<file path="src/rtl/arb_pkg.sv">
// Shared types for the locked priority arbiter.
// Assumes a 2-bit transaction-type field; only the sequential code blocks a handover.
package arb_pkg;

    typedef enum logic [1:0] {
        TT_ADDR = 2'b00,
        TT_NSEQ = 2'b01,
        TT_SEQ  = 2'b10,
        TT_RSVD = 2'b11
    } ttype_e;

    // True when the cycle closes a transfer and does not continue a burst.
    function automatic logic is_handover(input logic wait_in, input logic [1:0] tt);
        return (!wait_in) && (tt != TT_SEQ);
    endfunction

endpackage

</file>
<file path="src/rtl/arb_in_stage.sv">
// Input register stage: captures requests, locks and the handover condition
// on one edge so the grant logic acts on them at the next edge.
// Assumes inputs are synchronous to clk.
module arb_in_stage #(
    parameter int N_MST = 4
) (
    input  logic             clk,
    input  logic             rst_n,
    input  logic [N_MST-1:0] req_i,
    input  logic [N_MST-1:0] lock_i,
    input  logic             wait_i,
    input  logic [1:0]       ttype_i,
    output logic [N_MST-1:0] req_q,
    output logic [N_MST-1:0] lock_q,
    output logic             bnd_q
);
    import arb_pkg::*;

    // Register all arbitration inputs; reset clears them and blocks handover.
    always_ff @(posedge clk) begin
        if (!rst_n) begin
            req_q  <= '0;
            lock_q <= '0;
            bnd_q  <= 1'b0;
        end else begin
            req_q  <= req_i;
            lock_q <= lock_i;
            bnd_q  <= is_handover(wait_i, ttype_i);
        end
    end

endmodule

</file>
<file path="src/rtl/arb_prio_pick.sv">
// Fixed-priority picker: the lowest-numbered set request wins; with no
// request the default master is chosen. Purely combinational.
// Assumes DEF_MST < N_MST.
module arb_prio_pick #(
    parameter int N_MST   = 4,
    parameter int DEF_MST = 3
) (
    input  logic [N_MST-1:0] req,
    output logic [N_MST-1:0] pick
);
    localparam logic [N_MST-1:0] DEF_OH = N_MST'(1) << DEF_MST;

    logic [N_MST:0]   seen;
    logic [N_MST-1:0] win;

    assign seen[0] = 1'b0;

    // Ripple a "higher-priority request seen" chain across the masters.
    for (genvar i = 0; i < N_MST; i++) begin : g_chain
        assign win[i]    = req[i] & ~seen[i];
        assign seen[i+1] = seen[i] | req[i];
    end

    // Fall back to the default master when nobody requests.
    assign pick = seen[N_MST] ? win : DEF_OH;

endmodule

</file>
<file path="src/rtl/arb_grant_state.sv">
// Grant register: loads the picker result at an unlocked handover point and
// holds otherwise. The owner's lock is the only lock that counts.
// Assumes pick is one-hot.
module arb_grant_state #(
    parameter int N_MST   = 4,
    parameter int DEF_MST = 3
) (
    input  logic             clk,
    input  logic             rst_n,
    input  logic             bnd_q,
    input  logic [N_MST-1:0] lock_q,
    input  logic [N_MST-1:0] pick,
    output logic [N_MST-1:0] gnt_q
);
    localparam logic [N_MST-1:0] DEF_OH = N_MST'(1) << DEF_MST;

    logic owner_locked;
    logic take;

    // Only the lock bit of the grant holder can freeze the grant.
    assign owner_locked = |(lock_q & gnt_q);
    assign take         = bnd_q & ~owner_locked;

    // Hold the grant; reload it only at an unlocked handover point.
    always_ff @(posedge clk) begin
        if (!rst_n) begin
            gnt_q <= DEF_OH;
        end else if (take) begin
            gnt_q <= pick;
        end
    end

    // exactly one master owns the bus
    p_onehot_r2: assert property (@(posedge clk) disable iff (!rst_n)
        $onehot(gnt_q));

    // no handover point, no grant movement
    p_hold_nobnd_r5: assert property (@(posedge clk) disable iff (!rst_n)
        !bnd_q |=> $stable(gnt_q));

    // owner lock freezes the grant
    p_lock_hold_r7: assert property (@(posedge clk) disable iff (!rst_n)
        (bnd_q && |(lock_q & gnt_q)) |=> $stable(gnt_q));

endmodule

</file>
<file path="src/rtl/lockprio_arb.sv">
// Locked fixed-priority bus arbiter top. Inputs are registered, a priority
// picker selects the winner, and the grant register moves only at unlocked
// handover points. Master 0 has the highest priority; DEF_MST is the default owner.
// Assumes synchronous inputs and a synchronous active-low reset.
module lockprio_arb #(
    parameter int N_MST   = 4,
    parameter int DEF_MST = 3
) (
    input  logic             clk,
    input  logic             rst_n,
    input  logic [N_MST-1:0] req_i,
    input  logic [N_MST-1:0] lock_i,
    input  logic             wait_i,
    input  logic [1:0]       ttype_i,
    output logic [N_MST-1:0] gnt_o
);
    localparam logic [N_MST-1:0] DEF_OH = N_MST'(1) << DEF_MST;

    logic [N_MST-1:0] req_q;
    logic [N_MST-1:0] lock_q;
    logic             bnd_q;
    logic [N_MST-1:0] pick;

    arb_in_stage #(.N_MST(N_MST)) u_in (
        .clk     (clk),
        .rst_n   (rst_n),
        .req_i   (req_i),
        .lock_i  (lock_i),
        .wait_i  (wait_i),
        .ttype_i (ttype_i),
        .req_q   (req_q),
        .lock_q  (lock_q),
        .bnd_q   (bnd_q)
    );

    arb_prio_pick #(.N_MST(N_MST), .DEF_MST(DEF_MST)) u_pick (
        .req  (req_q),
        .pick (pick)
    );

    arb_grant_state #(.N_MST(N_MST), .DEF_MST(DEF_MST)) u_gnt (
        .clk    (clk),
        .rst_n  (rst_n),
        .bnd_q  (bnd_q),
        .lock_q (lock_q),
        .pick   (pick),
        .gnt_q  (gnt_o)
    );

    // picker result equals the lowest set request bit
    p_pick_low_r3: assert property (@(posedge clk) disable iff (!rst_n)
        (|req_q) |-> (pick == (req_q & (~req_q + N_MST'(1)))));

    // no request selects the default master
    p_pick_def_r4: assert property (@(posedge clk) disable iff (!rst_n)
        (req_q == '0) |-> (pick == DEF_OH));

endmodule

</file>
<file path="config.mk">
export PLATFORM = sky130hd
export DESIGN_NAME = lockprio_arb
export DESIGN_NICKNAME = d
export VERILOG_FILES = /design/src/rtl/arb_pkg.sv /design/src/rtl/arb_in_stage.sv /design/src/rtl/arb_prio_pick.sv /design/src/rtl/arb_grant_state.sv /design/src/rtl/lockprio_arb.sv
export SDC_FILE = /design/constraint.sdc
export NUM_CORES = 1
export LEC_CHECK = 0
export ABC_AREA = 1
export BUFFER_PORTS_ARGS = -buffer_cell sky130_fd_sc_hd__buf_2
export CORE_MARGIN = 4
export CORE_UTILIZATION = 42
export DETAILED_ROUTE_END_ITERATION = 8
export GPL_TIMING_DRIVEN = 0
export PLACE_DENSITY = 0.7
export SLEW_MARGIN = 10
export SYNTH_ARGS = -nofsm -noshare
export SYNTH_HDL_FRONTEND = slang
export SYNTH_HIERARCHICAL = 1
export SYNTH_SLANG_ARGS = --single-unit
</file>
<file path="constraint.sdc">
create_clock -name clk -period 0.8 [get_ports clk]
set_input_delay 0.16 -clock clk [delete_from_list [all_inputs] [get_ports clk]]
set_output_delay 0.16 -clock clk [all_outputs]
set_load 0.05 [all_outputs]
</file>
# Word level (Yosys, flattened, before mapping)
# Cells that the tools add are included.
op_classes:
  n_eq_ne: 1
  n_mux: 1
  n_bitwise: 12
  n_reduce_logical: 3
op_table:
  columns: ["op", "n"]
  rows:
  - ["$and 1x1->1", 4]
  - ["$and 4x4->4", 1]
  - ["$mux 4", 1]
  - ["$not 1->1", 4]
  - ["$reduce_or 4->1", 1]
  - ["$or 1x1->1", 3]
  - ["$ne 2x2->1 const B", 1]
  - ["$logic_and 1x1->1", 1]
  - ["$logic_not 1->1", 1]
word_totals:
  ff_bits: 13
  inputBits: 13
  out_inout_bits: 4
  word_cells: 21

# Depth between registers and ports, before layout
# Gate-level depths: netlist of run 1.
depth:
  word_depth: 5
  ltp_mapped: 7
  ltp_nobuf: 7

# Cells and area by module
# Netlist of run 1, hierarchy kept.
by_module_without_submodules:
  columns: ["module", "instances", "cells_each", "area_per_inst_um2", "seq_area_each_um2"]
  rows:
  - ["arb_in_stage", 1, 31, 275.3, 180.2]
  - ["arb_grant_state", 1, 33, 241.5, 80.1]
  - ["arb_prio_pick", 1, 8, 31.3, 0.0]

# Worst setup path after synthesis of run 1
# No wires, ideal clock.
synth_path:
  path_type: "reg2reg"
  startpoint: "register u_gnt.gnt_q[2]"
  endpoint: "register u_gnt.gnt_q[0]"
  setup_time_ns: 0.115
  t_arrival_ns: 1.096
  required_ns: 0.685
  path_slack_ns: -0.411
  stages_incl_launch_ff: 6
  n_path_buf: 0
  period_less_slack_ns: 1.211
  path_cell_list: "dfxtp_1 -> nand2_1 -> nand2_4 -> nor2_4 -> nor2_1 -> nor2_2"
synth_between:
  elab_chain_cells: 4
synth_rtl:
  columns: ["item", "line", "rtl"]
  rows:
  - ["start: declaration", "arb_grant_state.sv:13", "output logic [N_MST-1:0] gnt_q"]
  - ["start signal: assignment", "arb_grant_state.sv:29", "gnt_q <= pick;"]
  - ["$and 4x4->4", "arb_grant_state.sv:21", "assign owner_locked = |(lock_q & gnt_q);"]
  - ["$reduce_or 4->1", "arb_grant_state.sv:21", null]
  - ["$not 1->1", "arb_grant_state.sv:22", "assign take = bnd_q & ~owner_locked;"]
  - ["$and 1x1->1", "arb_grant_state.sv:22", null]
# No other way between the ends.
# A chain may end at the register's enable or synchronous reset.

# Worst setup path after layout of run 1
layout_path:
  startpoint: "register u_gnt.gnt_q[0]"
  endpoint: "output gnt_o[0]"
layout_lines:
  columns: ["item", "line", "rtl"]
  rows:
  - ["end: declaration", "lockprio_arb.sv:15", "output logic [N_MST-1:0] gnt_o"]
# No word-level cell between the ends.

==> reports/results.ini, run 1 <==
[flow_run]
drv_cap=0

[floorplanning]
core_um2=1141
die_x_um=43.21
start_util_pct=45.61
io_pins=17
num_rows=12
dieArea_um2=1867
chipHeight_um=43.21

[yosys]
synth_area_um2=520.5
syn_avg_cell_area_um2=7.543
synth_cells=69
syn_nets=82
yosys_warnings=6

[placement]
dp_cells=98
place_ws_ps=-67.52
hpwl_um=648.2
numPortBuffers=15
place.gp.congestion=0.6468
dpl_cell_area_um2=643.1

[cts]
h-tree-depth=1
numCtsBuffers=3
cts-hold-fix-buffers=0
cts_sinks=12
cts_buffer_depth=2
clk_pin_slew_ps=80
root_buffer=clkbuf_4
cts_setup_buffers=0
worstSkewPairLatency_ps=270
cts_tree=done

[critical_path]
path_buf_inv=1
critPathLaunchType=register
path_delay_family=flip-flops
critPathMaxStageDelay_ps=380
path_cells=buf_8
cp_slowest_cell=dfxtp_4
endpoint_kind=output pin
cp_max_fo=3
worstPathRequired_ps=640
crit_type=reg -> out
cp.arrival_ps=790

[routing]
via_per_inst=4.088
drtAntennaViolNets=0
via_count=417
wl_um=812
drtIter0Drc=2
post_drt_wl_per_cell_um=7.961
firstDrtPassIters=2
drc_errors=0

[run_status]
violations=setup timing
status=complete, but fails checks

[timing]
clock.fmax_mhz=1048
worst_pin_slew_ps=156.8
finalCritPeriodShare_pct=119.3
finClkSkew_ps=5.421
max_slew_margin_pct=89.53
setup_violations=8
period_minus_slack_ps=954.4
fin_tns_setup_ps=-869.9
maxSlewViolCount=0
fin_ws_ps=-154.4
hold_viol_final=0
whs_ps=64.65
rsz0062_at_grt=yes

[finish]
nFillCells=115
antenna_cells=0
fin_util_pct=64.80
fin_cells=102
fin_nets=102
area_growth_pct=42.07
drive_gt1_share_pct=48.86
register_area_um2=255.2
finalInstanceArea_um2=739.5
multi_input_area_um2=235.2

[global_route]
grt_use_total_pct=9.239
grt_max_degree=9
grt_pass1_vias=371
grt_overflow=0
antenna_found_initial=0
grt_pass1_wl_um=1311

[power]
ir_worst_vdd_v=0.001016
p_leak_nw=0.4005
p_sw_mw=0.3600
power_frac_seq_pct=48.4
combinationalPowerShare_pct=16.7
power_density_nw_per_um2=1851
power.total_mw=1.368
clockPowerShare_pct=34.9
switching_share_pct=26.31
p_int_mw=1.008

[worst_hold_path]
min_path_type=in -> reg

==> sequential cells by signal, indices dropped and copies added (netlist names) <==
signal       flops
u_in/bnd_q       1
u_in/lock_q      4
u_in/req_q       3
u_gnt/gnt_q      4
==> per-layer routing <==
| layer | global-route usage, % | part of all wire, % | vias up |
|---|---|---|---|
| li1 | - | - | 235 |
| met1 | 9.799 | 46 | 169 |
| met2 | 15.93 | 45 | 13 |
| met3 | 3.814 | 8.9 | 0 |
| met4 | 3.614 | 0 | 0 |
| met5 | 0 | 0 | - |
==> layout make-up <==
class                           count  share of cell area (%)
Clock buffer                        4                   4.907
Multi-Input combinational cell     38                   31.81
Timing Repair Buffer               15                   15.57
Tap cell                           14                   2.369
Inverter                           17                   8.799
Buffer                              2                   2.030
Sequential cell                    12                   34.52
==> power by group through the flow <==
stage	clock, mW	sequential [mW]	combinational, mW
finish	0.477	0.663	0.229
CTS	0.491	0.663	0.223
floorplan	0	0.712	0.0985
global route	0.521	0.667	0.250
detailed placement	0	0.669	0.196
global placement	0	0.668	0.193
==> final timing paths <==
kind,from,to,slack [ps],depth (start not counted)
min,lock_i[2],u_in/lock_q[2]$_SDFF_PN0_,60,3
min reg2reg,u_gnt/gnt_q[3]$_SDFFE_PN1P_,u_gnt/gnt_q[3]$_SDFFE_PN1P_,520,2
max reg2reg,u_gnt/gnt_q[3]$_SDFFE_PN1P_,u_gnt/gnt_q[1]$_SDFFE_PN0P_,-100,6
max,u_gnt/gnt_q[0]$_SDFFE_PN0P_,gnt_o[0],-150,1
==> layout by cell type (no fill, tap or decap), types with 2 or more instances in the layout <==
cell type	instances
nand2_2	4
nand2_1	11
clkbuf_4	3
buf_2	11
nand3_1	2
nor2_4	2
inv_2	2
nor2_1	8
buf_8	4
nand2_4	4
nor2_2	3
dfxtp_1	8
nand3_2	2
inv_1	14
dfxtp_4	4
==> repair_timing <==
item                                    in CTS  in global routing
hold endpoints to repair                     0                  0
gates resized for setup                     13                  3
endpoints found under the setup margin       8                  8
pin swaps                                    0                  3
Power figures use the tool's default switching activity.
==> inputs of run 2 (changes only) <==
PLACE_DENSITY = 0.74   (was 0.7)
==> run 2 against run 1 <==
Effect of this change: the flow still finishes with violations (setup timing); critical path depth unchanged; maximum frequency is essentially flat; utilization down 0.88 points; total power fell by 0.81%; die area is the same; sequential cell count stayed put; register-to-register slack hardly changed; critical path type unchanged.
==> reports/results.ini, run 2 (synthesized netlist as in run 1, its figures left out) <==
[timing]
setup_violations=8
worst_pin_slew_ps=151.2
period_minus_slack_ps=953.6
maxSlewViolCount=0
hold_viol_final=0
clock.fmax_mhz=1049
fin_ws_ps=-153.6
finClkSkew_ps=2.086
fin_tns_setup_ps=-905.2
max_slew_margin_pct=89.91
rsz0062_at_grt=yes
finalCritPeriodShare_pct=119.2

[cts]
cts_sinks=12
cts-hold-fix-buffers=0
cts_buffer_depth=2
worstSkewPairLatency_ps=260
clk_pin_slew_ps=70
h-tree-depth=1
numCtsBuffers=3
root_buffer=clkbuf_4
cts_setup_buffers=0
cts_tree=done

[finish]
nFillCells=115
final_cell_mix=inv_1 (14), nand2_1 (12), buf_2 (11)
final_common_cell=inv_1
fin_nets=102
finalInstanceArea_um2=729.5
antenna_cells=0
multi_input_area_um2=225.2
register_area_um2=255.2
drive_gt1_share_pct=46.59
fin_cells=102
area_growth_pct=40.14
largestRegisters=u_gnt/gnt_q (4), u_in/lock_q (4), u_in/req_q (3)
fin_util_pct=63.93

[routing]
via_count=430
wl_um=856
drc_errors=0
drtAntennaViolNets=0
drtIter0Drc=3
via_per_inst=4.216
firstDrtPassIters=2
post_drt_wl_per_cell_um=8.392

[critical_path]
path_cells=buf_8
endpoint_kind=output pin
cp.arrival_ps=790
worstPathRequired_ps=640
path_delay_family=flip-flops
critPathMaxStageDelay_ps=380
critPathLaunchType=register
cp_max_fo=3
cp_slowest_cell=dfxtp_4
crit_type=reg -> out
path_buf_inv=1

[floorplanning]
num_rows=12
core_um2=1141
chipHeight_um=43.21
die_x_um=43.21
io_pins=17
dieArea_um2=1867
start_util_pct=45.61

[power]
p_leak_nw=0.4026
power_density_nw_per_um2=1861
ir_worst_vdd_v=0.001104

[global_route]
grt_pass1_wl_um=1476
antenna_found_initial=0
grt_max_degree=9
grt_use_total_pct=10.48
grt_overflow=0
grt_pass1_vias=417

[placement]
dpl_cell_area_um2=643.1
place.gp.congestion=0.6863
numPortBuffers=15
hpwl_um=680.9
place_ws_ps=-79.38
dp_cells=98

[worst_hold_path]
min_path_type=in -> reg

[flow_run]
drv_cap=0

[run_status]
status=complete, but fails checks
violations=setup timing

==> run 2: changes by cell type in the layout (fill, tap and decap cells not counted) <==
cell     change
nand3_4      -1
nand2_2      -2
nand2_1      +1
nand3_1      +1
nand2_4      +1
==> run 2: final cells by class <==
cell class                      instances  share of cell area, %
Tap cell                               14                  2.401
Timing Repair Buffer                   15                  15.78
Inverter                               17                  8.919
Buffer                                  2                  2.058
Sequential cell                        12                  34.99
Multi-Input combinational cell         38                  30.87
Clock buffer                            4                  4.974
==> run 2: per-layer routing <==
layer  global-route usage, %  wire length, um  up-vias
li1                        -                -      232
met1                   11.70              361      187
met2                   17.99              434       11
met3                   2.542               60        0
met4                   5.422                0        0
met5                       0                0        -
==> run 2: path summary, 6_finish.rpt <==
kind	slack [ps]	start	end	cells past startpoint
hold / removal	70	lock_i[3]	u_in/lock_q[3]$_SDFF_PN0_	3
hold reg to reg	530	u_gnt/gnt_q[3]$_SDFFE_PN1P_	u_gnt/gnt_q[3]$_SDFFE_PN1P_	2
setup reg to reg	-110	u_gnt/gnt_q[3]$_SDFFE_PN1P_	u_gnt/gnt_q[1]$_SDFFE_PN0P_	6
setup / recovery	-150	u_gnt/gnt_q[3]$_SDFFE_PN1P_	gnt_o[3]	1
==> run 2: where the power goes <==
| group | switching [mW] | leakage, nW | total (mW) | internal [mW] |
|---|---|---|---|---|
| logic | 0.124 | 0.280 | 0.226 | 0.102 |
| registers | 0.0346 | 0.102 | 0.663 | 0.628 |
| clock network | 0.192 | 0.0210 | 0.469 | 0.276 |
| total | 0.351 | 0.403 | 1.36 | 1.01 |
==> run 2: metrics by stage <==
stage | hold WS [ps] | power [mW]
floorplan | 243.9 | 0.8105
global placement | 340.2 | 0.8621
detailed placement | 344.8 | 0.8681
CTS | 61.71 | 1.372
global route | 81.18 | 1.422
finish | 72.17 | 1.357
==> run 2: what timing repair did <==
item / 4_1_cts / 5_1_grt
pin swaps: 1 / 2
endpoints found under the setup margin: 8 / 8
cloned: 0 / 0
resized for setup: 12 / 2
